<file path="src/rtl/otgirq_pkg.sv">
package otgirq_pkg;

    localparam int DATA_W     = 32;
    localparam int NUM_LINES  = 4;
    localparam int RISE_SHIFT = 8;
    localparam int BIT_OTGEVT = 16;
    localparam int BIT_DMACLR = 17;
    localparam int BIT_CORE   = 0;

    localparam logic [DATA_W-1:0] MISC_VALID = 32'h0003_3939;
    localparam logic [DATA_W-1:0] CORE_VALID = 32'h0000_0001;

    localparam logic [11:0] CORE_BASE   = 12'h024;
    localparam logic [11:0] MISC_COMPACT = 12'h038;
    localparam logic [11:0] MISC_MOVED   = 12'h438;
    localparam logic [11:0] REV_OFFSET  = 12'h000;

    typedef enum logic [2:0] {
        K_NONE,
        K_REV,
        K_RAW,
        K_MASKED,
        K_EN_SET,
        K_EN_CLR
    } reg_kind_e;

    typedef struct packed {
        reg_kind_e kind;
        logic      misc;
    } reg_sel_t;

    typedef struct packed {
        logic [DATA_W-1:0] raw;
        logic [DATA_W-1:0] masked;
        logic [DATA_W-1:0] en;
        logic              pend;
    } grp_view_t;

    // falling-edge bit of a control line; its rising edge sits RISE_SHIFT above
    function automatic int fall_bit(input int line);
        case (line)
            0:       return 5;
            1:       return 4;
            2:       return 3;
            default: return 0;
        endcase
    endfunction

    function automatic logic [11:0] misc_base(input int major);
        return (major <= 2) ? MISC_COMPACT : MISC_MOVED;
    endfunction

endpackage

</file>
<file path="src/rtl/otgirq_edge.sv">
module otgirq_edge #(
    parameter int STAGES = 2
) (
    input  logic clk,
    input  logic rst,
    input  logic din,
    output logic rise,
    output logic fall
);
    logic [STAGES-1:0] sq;
    logic              prev;

    always_ff @(posedge clk) begin
        if (rst) begin
            sq   <= {STAGES{din}};
            prev <= din;
        end else begin
            sq[0] <= din;
            for (int i = 1; i < STAGES; i++) begin
                sq[i] <= sq[i-1];
            end
            prev <= sq[STAGES-1];
        end
    end

    assign rise = sq[STAGES-1] & ~prev;
    assign fall = ~sq[STAGES-1] & prev;

    initial begin
        assert (STAGES >= 2) else $error("STAGES below two");
    end
endmodule

</file>
<file path="src/rtl/otgirq_group.sv">
module otgirq_group
    import otgirq_pkg::*;
#(
    parameter logic [DATA_W-1:0] VALID = 32'h1
) (
    input  logic              clk,
    input  logic              rst,
    input  logic [DATA_W-1:0] set_vec,
    input  logic              stat_clr_wr,
    input  logic              en_set_wr,
    input  logic              en_clr_wr,
    input  logic [DATA_W-1:0] wdata,
    output grp_view_t         view
);
    logic [DATA_W-1:0] raw_q, en_q, clr_mask, raw_d, en_d;

    always_comb begin
        clr_mask = stat_clr_wr ? wdata : '0;
        raw_d    = ((raw_q & ~clr_mask) | set_vec) & VALID;
        en_d     = en_q;
        if (en_set_wr) en_d = en_d | (wdata & VALID);
        if (en_clr_wr) en_d = en_d & ~wdata;
    end

    always_ff @(posedge clk) begin
        if (rst) begin
            raw_q <= '0;
            en_q  <= '0;
        end else begin
            raw_q <= raw_d;
            en_q  <= en_d;
        end
    end

    assign view.raw    = raw_q;
    assign view.masked = raw_q & en_q;
    assign view.en     = en_q;
    assign view.pend   = |(raw_q & en_q);

    assert_reset_clear_R10: assert property (@(posedge clk)
        rst |=> (raw_q == '0 && en_q == '0));

    assert_w1c_R6: assert property (@(posedge clk) disable iff (rst)
        stat_clr_wr |=> ((raw_q & $past(wdata & ~set_vec)) == '0));

    assert_set_wins_R7: assert property (@(posedge clk) disable iff (rst)
        (|(set_vec & VALID)) |=> ((raw_q & $past(set_vec & VALID)) == $past(set_vec & VALID)));

    assert_en_set_R8: assert property (@(posedge clk) disable iff (rst)
        (en_set_wr && !en_clr_wr) |=>
            ((en_q & $past(wdata & VALID)) == $past(wdata & VALID)) &&
            ((en_q & ~$past(wdata)) == ($past(en_q) & ~$past(wdata))));

    assert_en_clr_R8: assert property (@(posedge clk) disable iff (rst)
        en_clr_wr |=> ((en_q & $past(wdata)) == '0));
endmodule

</file>
<file path="src/rtl/otgirq_wrap.sv">
module otgirq_wrap
    import otgirq_pkg::*;
#(
    parameter int ADDR_W      = 12,
    parameter int SYNC_STAGES = 2,
    parameter int REV_MAJOR   = 1
) (
    input  logic              clk,
    input  logic              rst,
    input  logic [ADDR_W-1:0] reg_addr,
    input  logic              reg_wr,
    input  logic [31:0]       reg_wdata,
    output logic [31:0]       reg_rdata,
    input  logic [3:0]        otg_ctrl_in,
    input  logic              otg_evt_in,
    input  logic              dma_clr_in,
    input  logic              core_irq_in,
    output logic              irq_out
);
    localparam logic [11:0] MISC_BASE = misc_base(REV_MAJOR);
    localparam logic [2:0]  MAJOR_F   = 3'(REV_MAJOR);

    logic [NUM_LINES-1:0] rise, fall;
    logic [DATA_W-1:0]    misc_set, core_set;
    reg_sel_t             sel;
    grp_view_t            core_v, misc_v;
    logic [11:0]          a12;

    genvar g;
    generate
        for (g = 0; g < NUM_LINES; g++) begin : g_line
            otgirq_edge #(.STAGES(SYNC_STAGES)) u_edge (
                .clk  (clk),
                .rst  (rst),
                .din  (otg_ctrl_in[g]),
                .rise (rise[g]),
                .fall (fall[g])
            );
        end
    endgenerate

    always_comb begin
        misc_set = '0;
        for (int i = 0; i < NUM_LINES; i++) begin
            misc_set[fall_bit(i)]              = fall[i];
            misc_set[fall_bit(i) + RISE_SHIFT] = rise[i];
        end
        misc_set[BIT_OTGEVT] = otg_evt_in;
        misc_set[BIT_DMACLR] = dma_clr_in;
        core_set             = '0;
        core_set[BIT_CORE]   = core_irq_in;
    end

    always_comb begin
        a12      = 12'(reg_addr);
        sel.kind = K_NONE;
        sel.misc = 1'b0;
        if (a12 == REV_OFFSET)               sel.kind = K_REV;
        else if (a12 == CORE_BASE)           sel.kind = K_RAW;
        else if (a12 == CORE_BASE + 12'h4)   sel.kind = K_MASKED;
        else if (a12 == CORE_BASE + 12'h8)   sel.kind = K_EN_SET;
        else if (a12 == CORE_BASE + 12'hC)   sel.kind = K_EN_CLR;
        else begin
            sel.misc = 1'b1;
            if (a12 == MISC_BASE)              sel.kind = K_RAW;
            else if (a12 == MISC_BASE + 12'h4) sel.kind = K_MASKED;
            else if (a12 == MISC_BASE + 12'h8) sel.kind = K_EN_SET;
            else if (a12 == MISC_BASE + 12'hC) sel.kind = K_EN_CLR;
            else                                sel.misc = 1'b0;
        end
    end

    logic stat_wr, enset_wr, enclr_wr;
    assign stat_wr  = reg_wr && (sel.kind == K_RAW || sel.kind == K_MASKED);
    assign enset_wr = reg_wr && (sel.kind == K_EN_SET);
    assign enclr_wr = reg_wr && (sel.kind == K_EN_CLR);

    otgirq_group #(.VALID(CORE_VALID)) u_core (
        .clk         (clk),
        .rst         (rst),
        .set_vec     (core_set),
        .stat_clr_wr (stat_wr && !sel.misc),
        .en_set_wr   (enset_wr && !sel.misc),
        .en_clr_wr   (enclr_wr && !sel.misc),
        .wdata       (reg_wdata),
        .view        (core_v)
    );

    otgirq_group #(.VALID(MISC_VALID)) u_misc (
        .clk         (clk),
        .rst         (rst),
        .set_vec     (misc_set),
        .stat_clr_wr (stat_wr && sel.misc),
        .en_set_wr   (enset_wr && sel.misc),
        .en_clr_wr   (enclr_wr && sel.misc),
        .wdata       (reg_wdata),
        .view        (misc_v)
    );

    grp_view_t pick;
    assign pick = sel.misc ? misc_v : core_v;

    always_comb begin
        case (sel.kind)
            K_REV:              reg_rdata = {21'b0, MAJOR_F, 8'b0};
            K_RAW:              reg_rdata = pick.raw;
            K_MASKED:           reg_rdata = pick.masked;
            K_EN_SET, K_EN_CLR: reg_rdata = pick.en;
            default:            reg_rdata = '0;
        endcase
    end

    assign irq_out = core_v.pend | misc_v.pend;

    assert_irq_follows_R9: assert property (@(posedge clk) disable iff (rst)
        (core_v.masked == '0 && misc_v.masked == '0) |-> !irq_out);
endmodule

</file>
<file path="config.mk">
export PLATFORM = sky130hd
export DESIGN_NAME = otgirq_wrap
export DESIGN_NICKNAME = d
export VERILOG_FILES = /design/src/rtl/otgirq_pkg.sv /design/src/rtl/otgirq_edge.sv /design/src/rtl/otgirq_group.sv /design/src/rtl/otgirq_wrap.sv
export SDC_FILE = /design/constraint.sdc
export NUM_CORES = 1
export LEC_CHECK = 0
export CAP_MARGIN = 20
export CELL_PAD_IN_SITES_DETAIL_PLACEMENT = 2
export CELL_PAD_IN_SITES_GLOBAL_PLACEMENT = 2
export CORE_MARGIN = 4
export CORE_UTILIZATION = 32
export DETAILED_ROUTE_END_ITERATION = 7
export PLACE_DENSITY_LB_ADDON = 0.1
export SYNTH_ARGS = -nofsm -noshare
export SYNTH_HDL_FRONTEND = slang
export SYNTH_SLANG_ARGS = --single-unit
</file>
<file path="constraint.sdc">
create_clock -name clk -period 8.89 [get_ports clk]
set_clock_uncertainty 0.15 [all_clocks]
set_input_delay 1.778 -clock clk [delete_from_list [all_inputs] [get_ports clk]]
set_output_delay 1.778 -clock clk [all_outputs]
set_load 0.03 [all_outputs]
</file>
* Yosys cells after proc, flatten, opt, wreduce, memory -nomap -nowiden
Index checks and enable logic that the tools add are counted.
** Storage, ports and cells
- Output and inout port bits :: 33
- Register bits :: 87
- Word-level logic and storage cells :: 104
- Input port bits :: 54
** Operators by class
- Bitwise operators :: 30
- Equality and inequality tests :: 13
- Muxes and demuxes :: 34
- Reductions and logical operators :: 15
** Operator list (number)
- 32-bit two-way mux :: 4
- 32-bit one-hot mux with 4 select lines :: 1
- 83-bit two-way mux :: 1
- 12-bit by 6-bit equality test with 1-bit output, second input constant :: 6
- 32-bit bitwise AND :: 2
- 32-bit OR reduction :: 2
- 1-bit by 32-bit bitwise AND with 32-bit output :: 1
- 18-bit by 32-bit bitwise AND with 32-bit output :: 1
- 32-bit inverter :: 1
- 32-bit by 1-bit OR with 32-bit output :: 1
- 32-bit by 18-bit OR with 32-bit output :: 1
- 3-bit two-way mux :: 9
- 12-bit by 7-bit equality test with 1-bit output, second input constant :: 2
- 18-bit bitwise AND :: 1
- 18-bit two-way mux :: 1
- 18-bit inverter :: 1
- 18-bit OR :: 1
- 1-bit two-way mux :: 14
- 12-bit logical NOT :: 1
- 1-bit bitwise AND :: 9
- 1-bit logical AND :: 9
- 1-bit inverter :: 9
- 2-bit two-way mux :: 4
- 3-bit by 2-bit equality test with 1-bit output, second input constant :: 2
- 6 further kinds :: 8

* Longest topological paths before layout
Gate-level depths: netlist of the first run.
- Word-level depth :: 18
- Gate-level depth with buffers :: 7
- Gate-level depth less buffers :: 5

* Modules after synthesis
From an unflattened synthesis of the first run, not the netlist that was laid out.
** Unflattened totals
- Cell total of the unflattened synthesis :: 715
- Area total of the unflattened synthesis :: 6227.2 µm²
** By module, submodules not included
- otgirq_wrap :: seq. area each 0.0 µm², cells each 309, times used 1, area each 2283.4 µm²
- otgirq_group at u_misc :: seq. area each 840.8 µm², cells each 206, times used 1, area each 1813.0 µm²
- otgirq_group at u_core :: seq. area each 660.6 µm², cells each 172, times used 1, area each 1750.4 µm²
- otgirq_edge :: seq. area each 60.1 µm², cells each 7, times used 4, area each 95.1 µm²

* Least setup slack after synthesis of the first run
OpenSTA, ideal clock, no wires.
- Path type :: in2out
- Start point :: input reg_addr[11]
- End point :: output reg_rdata[0]
- Data required time :: 6962 ps
- Stages :: 6
- Slack :: 3179 ps
- Data arrival time :: 3783 ps
- Cells stage by stage :: or4_4 -> or2_2 -> buf_2 -> a2111oi_0 -> o21ai_0 -> o22ai_1
** On the way
- Word-level cells in the longest chain between the ends :: 13
- Elaborated cells between the ends (all ways) :: 35
- Classes of those cells :: eq/ne: 13; mux: 20; reduce/logical: 2
** RTL lines
- start, declared :: RTL line otgirq_wrap.sv:10 : input logic [ADDR_W-1:0] reg_addr,
- 12-bit by 7-bit equality test with 1-bit output :: RTL line otgirq_wrap.sv:68 : else if (a12 == MISC_BASE + 12'hC) sel.kind = K_EN_CLR;
- 3-bit two-way mux :: RTL line otgirq_wrap.sv:68
- 3-bit two-way mux :: RTL line otgirq_wrap.sv:67 : else if (a12 == MISC_BASE + 12'h8) sel.kind = K_EN_SET;
- 3-bit two-way mux :: RTL line otgirq_wrap.sv:66 : else if (a12 == MISC_BASE + 12'h4) sel.kind = K_MASKED;
- 3-bit two-way mux :: RTL line otgirq_wrap.sv:65 : if (a12 == MISC_BASE) sel.kind = K_RAW;
- 3-bit two-way mux :: RTL line otgirq_wrap.sv:62 : else if (a12 == CORE_BASE + 12'hC) sel.kind = K_EN_CLR;
- 3-bit two-way mux :: RTL line otgirq_wrap.sv:61 : else if (a12 == CORE_BASE + 12'h8) sel.kind = K_EN_SET;
- 3-bit two-way mux :: RTL line otgirq_wrap.sv:60 : else if (a12 == CORE_BASE + 12'h4) sel.kind = K_MASKED;
- 3-bit two-way mux :: RTL line otgirq_wrap.sv:59 : else if (a12 == CORE_BASE) sel.kind = K_RAW;
- 3-bit two-way mux :: RTL line otgirq_wrap.sv:58 : if (a12 == REV_OFFSET) sel.kind = K_REV;
- 3-bit equality test :: RTL line otgirq_wrap.sv:104 : case (sel.kind)
- 2-bit OR reduction :: RTL line otgirq_wrap.sv:104
- 32-bit one-hot mux with 4 select lines (*) :: RTL line otgirq_wrap.sv:104
- end, declared :: RTL line otgirq_wrap.sv:13 : output logic [31:0] reg_rdata,
Every way passes the cells marked *; elsewhere a longest branch is shown, timed or not.

* Worst setup path after layout of the first run
- Start point :: input reg_addr[4]
- End point :: output reg_rdata[5]
The elaborated chain is that of the path after synthesis.

==> reports/metrics.yaml, run 1 <==
final_layout:
  final_util_pct: 43.3
  nNetsFinal: 607
  layout-drive-gt1-share_pct: 6.09
  syn_to_final_growth_pct: 31.6
  stdcell_area_mm2: 0.00525
  instances_no_fill: 726
  n_antenna_cell: 0
  final_common_cell: "dfxtp_1"
  mostFrequentLayoutCells: "dfxtp_1, clkdlybuf4s50_1, nand2_1, a21oi_1, nand2b_1"
detailed_routing:
  firstDrtPassIters: 5
  drt-initial-drc-count: 266
  wire_per_inst_um: 18.6
  drc: 0
  ant_nets: 0
  dr_total_vias: 3840
  finalWirelength_um: 13500
  vias_per_cell: 5.29
clock_network:
  cts_resized: 0
  cts_sinks: 87
  clkTransAtPathRegs_ns: 0.06
  cts_tree: "done"
  cts_buffers: 9
  post-cts-setup-buffers: 0
  clock_path_buffers: 2
  ctsHtreeMaxLevel: 3
  insertion_delay_ns: 0.34
  root_buffer: "clkbuf_16"
  holdBufCountCts: 0
global_route:
  grt_pass1_vias: 4216
  grt_pass1_wl_um: 22200
  antenna_found_initial: 0
  grt_max_degree: 89
  grt_util_all_layers_pct: 19.3
  grt_overflow: 0
worst_setup_path:
  crit_fanout: 17
  crit_buf_inv: 3
  slowest_stage: "or4b_1"
  reg2reg_depth: 3
  worstPathRequired_ns: 6.96
  endpoint_kind: "output port"
  critical_path.cell_chain: "clkdlybuf4s50_1 > or4b_1 > a211oi_4 > buf_4 > o211ai_4 > a21boi_0 > o2bb2ai_1 > clkdlybuf4s50_1"
  path_class: "in2out"
  critical-path-max-stage-delay_ns: 0.83
  worst_setup_path_start_kind: "primary input"
  reg2reg_slack_ns: 7.92
  crit_path_frequent_cell: "clkdlybuf4s50_1"
  cpLargestDelayFamily: "buffers and inverters"
  arrival_ns: 5.33
die:
  start_util_pct: 32.9
  die-area_mm2: 0.0143
  rows: 40
  die_width_um: 120
  ioPinCount: 87
  coreArea_mm2: 0.0121
  die_h_um: 120
placed_design:
  dp_hpwl_um: 9110
  placed_cell_area_mm2: 0.00495
  dp.cells: 709
  portBuffers: 86
  post-place-ws_ns: 1.61
  gp_congestion: 0.791
power:
  power_mw: 0.848
  p_leak_nw: 1.65
  ir_drop_mv: 0.102
  powerDensity_mw_per_mm2: 162
timing:
  setup_viol: 0
  slew_violations: 0
  final_hold_viol_count: 0
  setup_tns_ns: 0
  max_clock_freq_ghz: 0.138
  setup_ws_ns: 1.63
  worst_hold_slack_ns: 0.280
  worstMarginPinSlew_ns: 0.907
  period_needed_ns: 7.26
  relSlewSlack_pct: 39.6
  post-route-period-util_pct: 81.6
  rsz0062_at_grt: "false"
run:
  drv_cap: 0
logic_synthesis:
  ys_types: 51
  synth_cells: 483
  syn-mean-instance-area_um2: 8.26
  synth-edff-count: 0
  ys_warn_count: 0
  synthArstFlopShare_pct: 0
  synth_ff_type: "dfxtp_1"
  syn-num-nets: 537
  syn_area_mm2: 0.00399
  synth.yosys.seq_area_share_pct: 43.7
  synth_seq_cells: 87
min_path:
  min_to: "u_misc.en_q[28]"
  min_path_type: "reg2reg"
  whs_path_depth: 2
  hold_path.startpoint: "u_misc.en_q[28]"
status:
  outcome: "complete, no violations"
## power by group
part           total, mW  switching, mW  internal [mW]
registers          0.404        0.00595          0.398
clock network      0.378          0.153          0.225
logic             0.0663         0.0341         0.0322
total              0.848          0.193          0.656
## worst max path at each step
stage                  from            end  slack [ns]  cells past startpoint
6_report        reg_addr[4]   reg_rdata[5]        1.63                      8
3_5_place_dp    reg_addr[3]   reg_rdata[5]        1.61                      8
4_1_cts         reg_addr[4]   reg_rdata[5]        1.57                      8
5_1_grt         reg_addr[4]   reg_rdata[5]        1.39                      8
2_1_floorplan  reg_addr[11]   reg_rdata[0]        3.18                      6
3_3_place_gp    reg_addr[4]  reg_rdata[13]        1.62                      8
## layer usage
layer / wire, um / GRT usage, %
met1: 6460 / 25.3
met2: 6500 / 32.2
met3: 406 / 4.67
met4: 131 / 4.51
met5: 0 / 0
## tightest hold or removal path: cells and delay by family (launching register included)
family          cells  cell delay [ns]
buf+inv             1             0.05
compound gates      1             0.03
flops               1             0.31
## cells by family (layout without fill, tap and decap cells)
logic type	Yosys count	after routing	synth area share (%)
AO/OA/AOI/OAI	165	165	27.3
XOR/XNOR	3	3	0.659
buffers and inverters	68	143	6.96
flip-flops	87	87	43.7
multiplexers	2	2	0.502
AND/OR/NAND/NOR	158	158	20.9
## synth_stat cells, drive strengths merged (3+ instances only)
| master | number | area (um^2) |
|---|---|---|
| nor4b | 3 | 32.5 |
| buf | 12 | 67.6 |
| a21boi | 3 | 22.5 |
| clkbuf | 21 | 78.8 |
| nor2 | 16 | 67.6 |
| dfxtp | 87 | 1740 |
| a311oi | 22 | 193 |
| o21ai | 30 | 150 |
| nand2 | 67 | 251 |
| a21oi | 51 | 270 |
| or3 | 3 | 18.8 |
| nand2b | 38 | 238 |
| nor3 | 10 | 60.1 |
| a31oi | 31 | 194 |
| nor2b | 7 | 43.8 |
| a211oi | 8 | 72.6 |
| o2bb2ai | 8 | 70.1 |
| inv | 35 | 131 |
| or4 | 3 | 26.3 |
## final cells by class
type	count	area, um^2
Fill cell	1364	6860
Multi-Input combinational cell	328	1980
Sequential cell	87	1740
Timing Repair Buffer	92	896
Clock buffer	13	250
Tap cell	168	210
Inverter	35	131
Clock inverter	3	42.5
Note: power is estimated with default switching activity, not from simulation.
==> run 2, diff against run 1 <==
--- a/config.mk
+++ b/config.mk
@@ -9,7 +9,7 @@
 export CELL_PAD_IN_SITES_DETAIL_PLACEMENT = 2
 export CELL_PAD_IN_SITES_GLOBAL_PLACEMENT = 2
 export CORE_MARGIN = 4
-export CORE_UTILIZATION = 32
+export CORE_UTILIZATION = 26
 export DETAILED_ROUTE_END_ITERATION = 7
 export PLACE_DENSITY_LB_ADDON = 0.1
 export SYNTH_ARGS = -nofsm -noshare
==> constraint.sdc (replaced) <==
create_clock -name clk -period 6 [get_ports clk]
set_clock_uncertainty 0.15 [all_clocks]
set_input_delay 1.2 -clock clk [delete_from_list [all_inputs] [get_ports clk]]
set_output_delay 1.2 -clock clk [all_outputs]
set_load 0.03 [all_outputs]
==> run 2 against run 1 <==
Against the previous run:
- final cell count is 4.0% higher
- design area is 1.4% higher
- power is 50% higher
- sequential power is 48% higher
- global-route usage is 3.3 points lower
- worst hold slack better by 0.0021 ns
- critical path type unchanged
==> reports/metrics.yaml, run 2 (synthesized netlist as in run 1, its figures left out) <==
status:
  outcome: "complete, no violations"
detailed_routing:
  vias_per_cell: 5.12
  wire_per_inst_um: 18.1
  firstDrtPassIters: 4
  drc: 0
  drt-initial-drc-count: 111
  ant_nets: 0
  dr_total_vias: 3864
  finalWirelength_um: 13700
global_route:
  grt_pass1_wl_um: 22700
  grt_overflow: 0
  gr-max-usage-layer: "met2"
  grt_max_degree: 62
  antenna_found_initial: 0
  grt_pass1_vias: 4340
  grt_util_all_layers_pct: 16.1
  use_met3_pct: 3.28
  grt_use_met1_pct: 21.4
  grt.met2_usage_pct: 26.2
clock_network:
  cts_buffers: 9
  ctsHtreeMaxLevel: 3
  root_buffer: "clkbuf_16"
  cts_sinks: 87
  clkTransAtPathRegs_ns: 0.07
  clock_path_buffers: 2
  cts_resized: 0
  cts_tree: "done"
  post-cts-setup-buffers: 0
  holdBufCountCts: 0
  insertion_delay_ns: 0.35
worst_setup_path:
  worst_setup_path_start_kind: "primary input"
  arrival_ns: 4.19
  cp-endpoint: "reg_rdata[11]"
  crit_fanout: 12
  startpoint: "reg_addr[7]"
  reg2reg_slack_ns: 5.08
  reg2reg_depth: 3
  worstPathRequired_ns: 4.65
  path_class: "in2out"
  endpoint_kind: "output port"
run:
  drv_cap: 0
timing:
  period_needed_ns: 5.54
  worst_hold_slack_ns: 0.282
  max_clock_freq_ghz: 0.181
  rsz0062_at_grt: "false"
  worstMarginPinSlew_ns: 0.889
  relSlewSlack_pct: 40.8
  final_hold_viol_count: 0
  setup_viol: 0
  slew_violations: 0
  post-route-period-util_pct: 92.3
  setup_tns_ns: 0
placed_design:
  gp_congestion: 0.693
  dp_hpwl_um: 9260
  dp.cells: 738
  portBuffers: 86
final_layout:
  final-seq-area_mm2: 0.00174
  syn_to_final_growth_pct: 33.3
  n_antenna_cell: 0
  fillers: 1700
  final_common_cell: "dfxtp_1"
  mostFrequentLayoutCells: "dfxtp_1, nand2_1, clkdlybuf4s50_1, a21oi_1, nand2b_1"
  multi_input_area_mm2: 0.00198
  instances_no_fill: 755
  nNetsFinal: 616
  layout-drive-gt1-share_pct: 12.5
die:
  rows: 45
  ioPinCount: 87
  die-area_mm2: 0.0174
  coreArea_mm2: 0.0151
  die_h_um: 132
  start_util_pct: 26.4
  die_width_um: 132
power:
  powerDensity_mw_per_mm2: 239
  power_mw: 1.27
  ir_drop_mv: 0.104
  p_leak_nw: 1.77
min_path:
  min_path_type: "reg2reg"
[run 2: worst min path at each step]
stage	from	end	slack [ns]	cells past startpoint
detailed placement	u_misc.en_q[1]	u_misc.en_q[1]	0.27	2
floorplan	u_misc.en_q[10]	u_misc.en_q[10]	0.26	2
global placement	u_misc.en_q[20]	u_misc.en_q[20]	0.27	2
global route	u_misc.en_q[21]	u_misc.en_q[21]	0.30	2
finish	u_misc.en_q[10]	u_misc.en_q[10]	0.28	2
CTS	u_misc.en_q[1]	u_misc.en_q[1]	0.28	2
[run 2: area by class of cell]
cell class,instances,area share (%)
clock buffers,9,4.23
clock inverters,7,1.34
inverters,35,2.47
multi-input cells,328,37.1
flip-flops and latches,87,32.7
well taps,188,4.42
repair buffers,101,17.6
[run 2: layer usage]
layer | vias up | part of all wire (%)
met4 | 0 | 1.1
li1 | 1875 | -
met3 | 10 | 2.9
met5 | - | 0
met2 | 57 | 47
met1 | 1922 | 49
[run 2: worst max-delay path, cell delays in order]
cell,delay [ns]
clkdlybuf4s50_1,0.52
or3_1,0.50
or2_2,0.44
nor2_1,0.49
a21oi_1,0.08
o2bb2ai_1,0.24
clkdlybuf4s50_1,0.71
[run 2: stage by stage]
stage / util [%] / cell area [um^2] / worst slack (ns)
global placement: 33.2 / 5000 / 0.525
floorplan: - / 3990 / 1.44
finish: 35.2 / 5320 / 0.464
global route: 35.2 / 5320 / 0.240
detailed placement: 33.2 / 5000 / 0.462
CTS: 35.1 / 5300 / 0.448
[run 2: power breakdown]
group	switching [mW]	internal, mW
combinational	0.0502	0.0504
sequential	0.00847	0.590
clock	0.246	0.324
total	0.305	0.964
==> run 3, diff against run 2 <==
--- a/config.mk
+++ b/config.mk
@@ -11,7 +11,8 @@
 export CORE_MARGIN = 4
 export CORE_UTILIZATION = 26
 export DETAILED_ROUTE_END_ITERATION = 7
-export PLACE_DENSITY_LB_ADDON = 0.1
+export PLACE_DENSITY = 0.74
+export REMOVE_ABC_BUFFERS = 1
 export SYNTH_ARGS = -nofsm -noshare
 export SYNTH_HDL_FRONTEND = slang
 export SYNTH_SLANG_ARGS = --single-unit
==> run 3 against run 2 <==
Against the previous run:
- clock power rose by 21%
- sequential power barely moved
- critical endpoint is now reg_rdata[8]
- power rose by 9.4%
- design area rose by 1.1%
- sequential share of layout area fell by 0.34 points
- count of clock-buffer cells in the layout rose by 2
- non-clock buffer count fell by 4
- global-route usage rose by 0.40 points
- combinational power fell by 4%
- core utilization rose by 0.37 points
- worst hold slack got worse by 0.0023 ns
==> reports/metrics.yaml, run 3 (synthesized netlist as in run 1, its figures left out) <==
power:
  p_leak_nw: 1.78
  p_seq_share_pct: 43.2
  powerDensity_mw_per_mm2: 258
  clkPwrFrac_pct: 49.8
  power_switching_mw: 0.289
  intPower_mw: 1.10
  ir_drop_mv: 0.107
  p_comb_share_pct: 7.0
  sw_frac_of_total_pct: 20.8
die:
  die-area_mm2: 0.0174
  die_width_um: 132
  coreArea_mm2: 0.0151
  rows: 45
  ioPinCount: 87
  die_h_um: 132
  start_util_pct: 26.4
global_route:
  grt_util_all_layers_pct: 16.5
  grt_max_degree: 48
  grt_pass1_vias: 4258
  grt_overflow: 0
  antenna_found_initial: 0
  grt_pass1_wl_um: 23000
status:
  outcome: "complete, no violations"
clock_network:
  insertion_delay_ns: 0.34
  cts_resized: 0
  clock_path_buffers: 2
  post-cts-setup-buffers: 0
  root_buffer: "clkbuf_16"
  cts_buffers: 9
  clkTransAtPathRegs_ns: 0.06
  ctsHtreeMaxLevel: 3
  cts_sinks: 87
  cts_tree: "done"
  holdBufCountCts: 0
timing:
  setup_tns_ns: 0
  relSlewSlack_pct: 46.0
  rsz0062_at_grt: "false"
  max_clock_freq_ghz: 0.177
  worstMarginPinSlew_ns: 0.810
  setup_viol: 0
  post-route-period-util_pct: 94.2
  final_hold_viol_count: 0
  period_needed_ns: 5.65
  slew_violations: 0
min_path:
  min_path_type: "reg2reg"
  whs_path_depth: 2
  hold_path.startpoint: "u_misc.en_q[9]"
  min_to: "u_misc.en_q[9]"
placed_design:
  portBuffers: 86
  dp_hpwl_um: 9740
  gp_congestion: 0.721
final_layout:
  final_common_cell: "dfxtp_1"
  layout-drive-gt1-share_pct: 11.2
  syn_to_final_growth_pct: 34.8
  mostFrequentLayoutCells: "dfxtp_1, nand2_1, clkdlybuf4s50_1, a21oi_1, nand2b_1"
  final_util_pct: 35.6
  n_antenna_cell: 0
  nNetsFinal: 612
  fillers: 1696
worst_setup_path:
  endpoint_kind: "output port"
  worstPathRequired_ns: 4.65
  path_class: "in2out"
  arrival_ns: 4.30
  crit_fanout: 11
  reg2reg_slack_ns: 5.07
  reg2reg_depth: 2
  worst_setup_path_start_kind: "primary input"
run:
  drv_cap: 0
detailed_routing:
  vias_per_cell: 5.16
  drt-initial-drc-count: 132
  wire_per_inst_um: 18.9
  finalWirelength_um: 14200
  ant_nets: 0
  dr_total_vias: 3873
  drc: 0
  firstDrtPassIters: 4
==> run 3: critical path, stage by stage <==
cell and delay, ns:
clkdlybuf4s50_1 0.60, or4b_1 0.82, a21oi_2 0.50, mux2i_1 0.26, nor2_1 0.06, a211o_1 0.26, clkdlybuf4s50_1 0.60
==> run 3: worst max-delay path by stage <==
stage | startpoint | endpoint | slack [ns]
floorplan | reg_addr[5] | reg_rdata[13] | 1.11
global placement | reg_addr[3] | reg_rdata[12] | 0.39
detailed placement | reg_addr[4] | reg_rdata[0] | 0.30
CTS | reg_addr[4] | reg_rdata[0] | 0.31
global route | reg_addr[3] | reg_rdata[12] | 0.12
finish | reg_addr[4] | reg_rdata[8] | 0.35
==> run 3: power groups by stage <==
stage          clock network (mW)  logic, mW  registers, mW
3_3_place_gp                    0     0.0945          0.611
5_1_grt                     0.736      0.108          0.601
2_1_floorplan                   0     0.0299          0.608
3_5_place_dp                    0     0.0979          0.612
6_report                    0.691     0.0973          0.599
4_1_cts                     0.714     0.0982          0.599
==> run 3: cell type report <==
class	count	area, um^2	area share, %
clock inverters	5	129	2.40
well taps	188	235	4.38
flip-flops and latches	87	1740	32.4
inverters	35	131	2.44
repair buffers	97	920	17.1
clock buffers	11	243	4.52
multi-input cells	328	1980	36.8
==> run 3: metal layers <==
| metal | track usage, % | routed length (um) | part of all wire, % |
|---|---|---|---|
| met1 | 20.2 | 6310 | 45 |
| met2 | 29.2 | 7210 | 51 |
| met3 | 2.90 | 438 | 3.1 |
| met4 | 5.25 | 201 | 1.4 |
| met5 | 0 | 0 | 0 |
==> run 3: stage by stage <==
stage                     worst slack [ns]  instances  cell area, um^2  hold WS, ns  power, mW
after floorplan                       1.11        450             3840        0.259      0.638
after global placement               0.392        734             4990        0.265      0.705
after detailed placement             0.305        734             4990        0.273      0.710
after CTS                            0.305        750             5360        0.283       1.41
after global routing                 0.120        751             5380        0.303       1.44
final                                0.350        751             5380        0.280       1.39
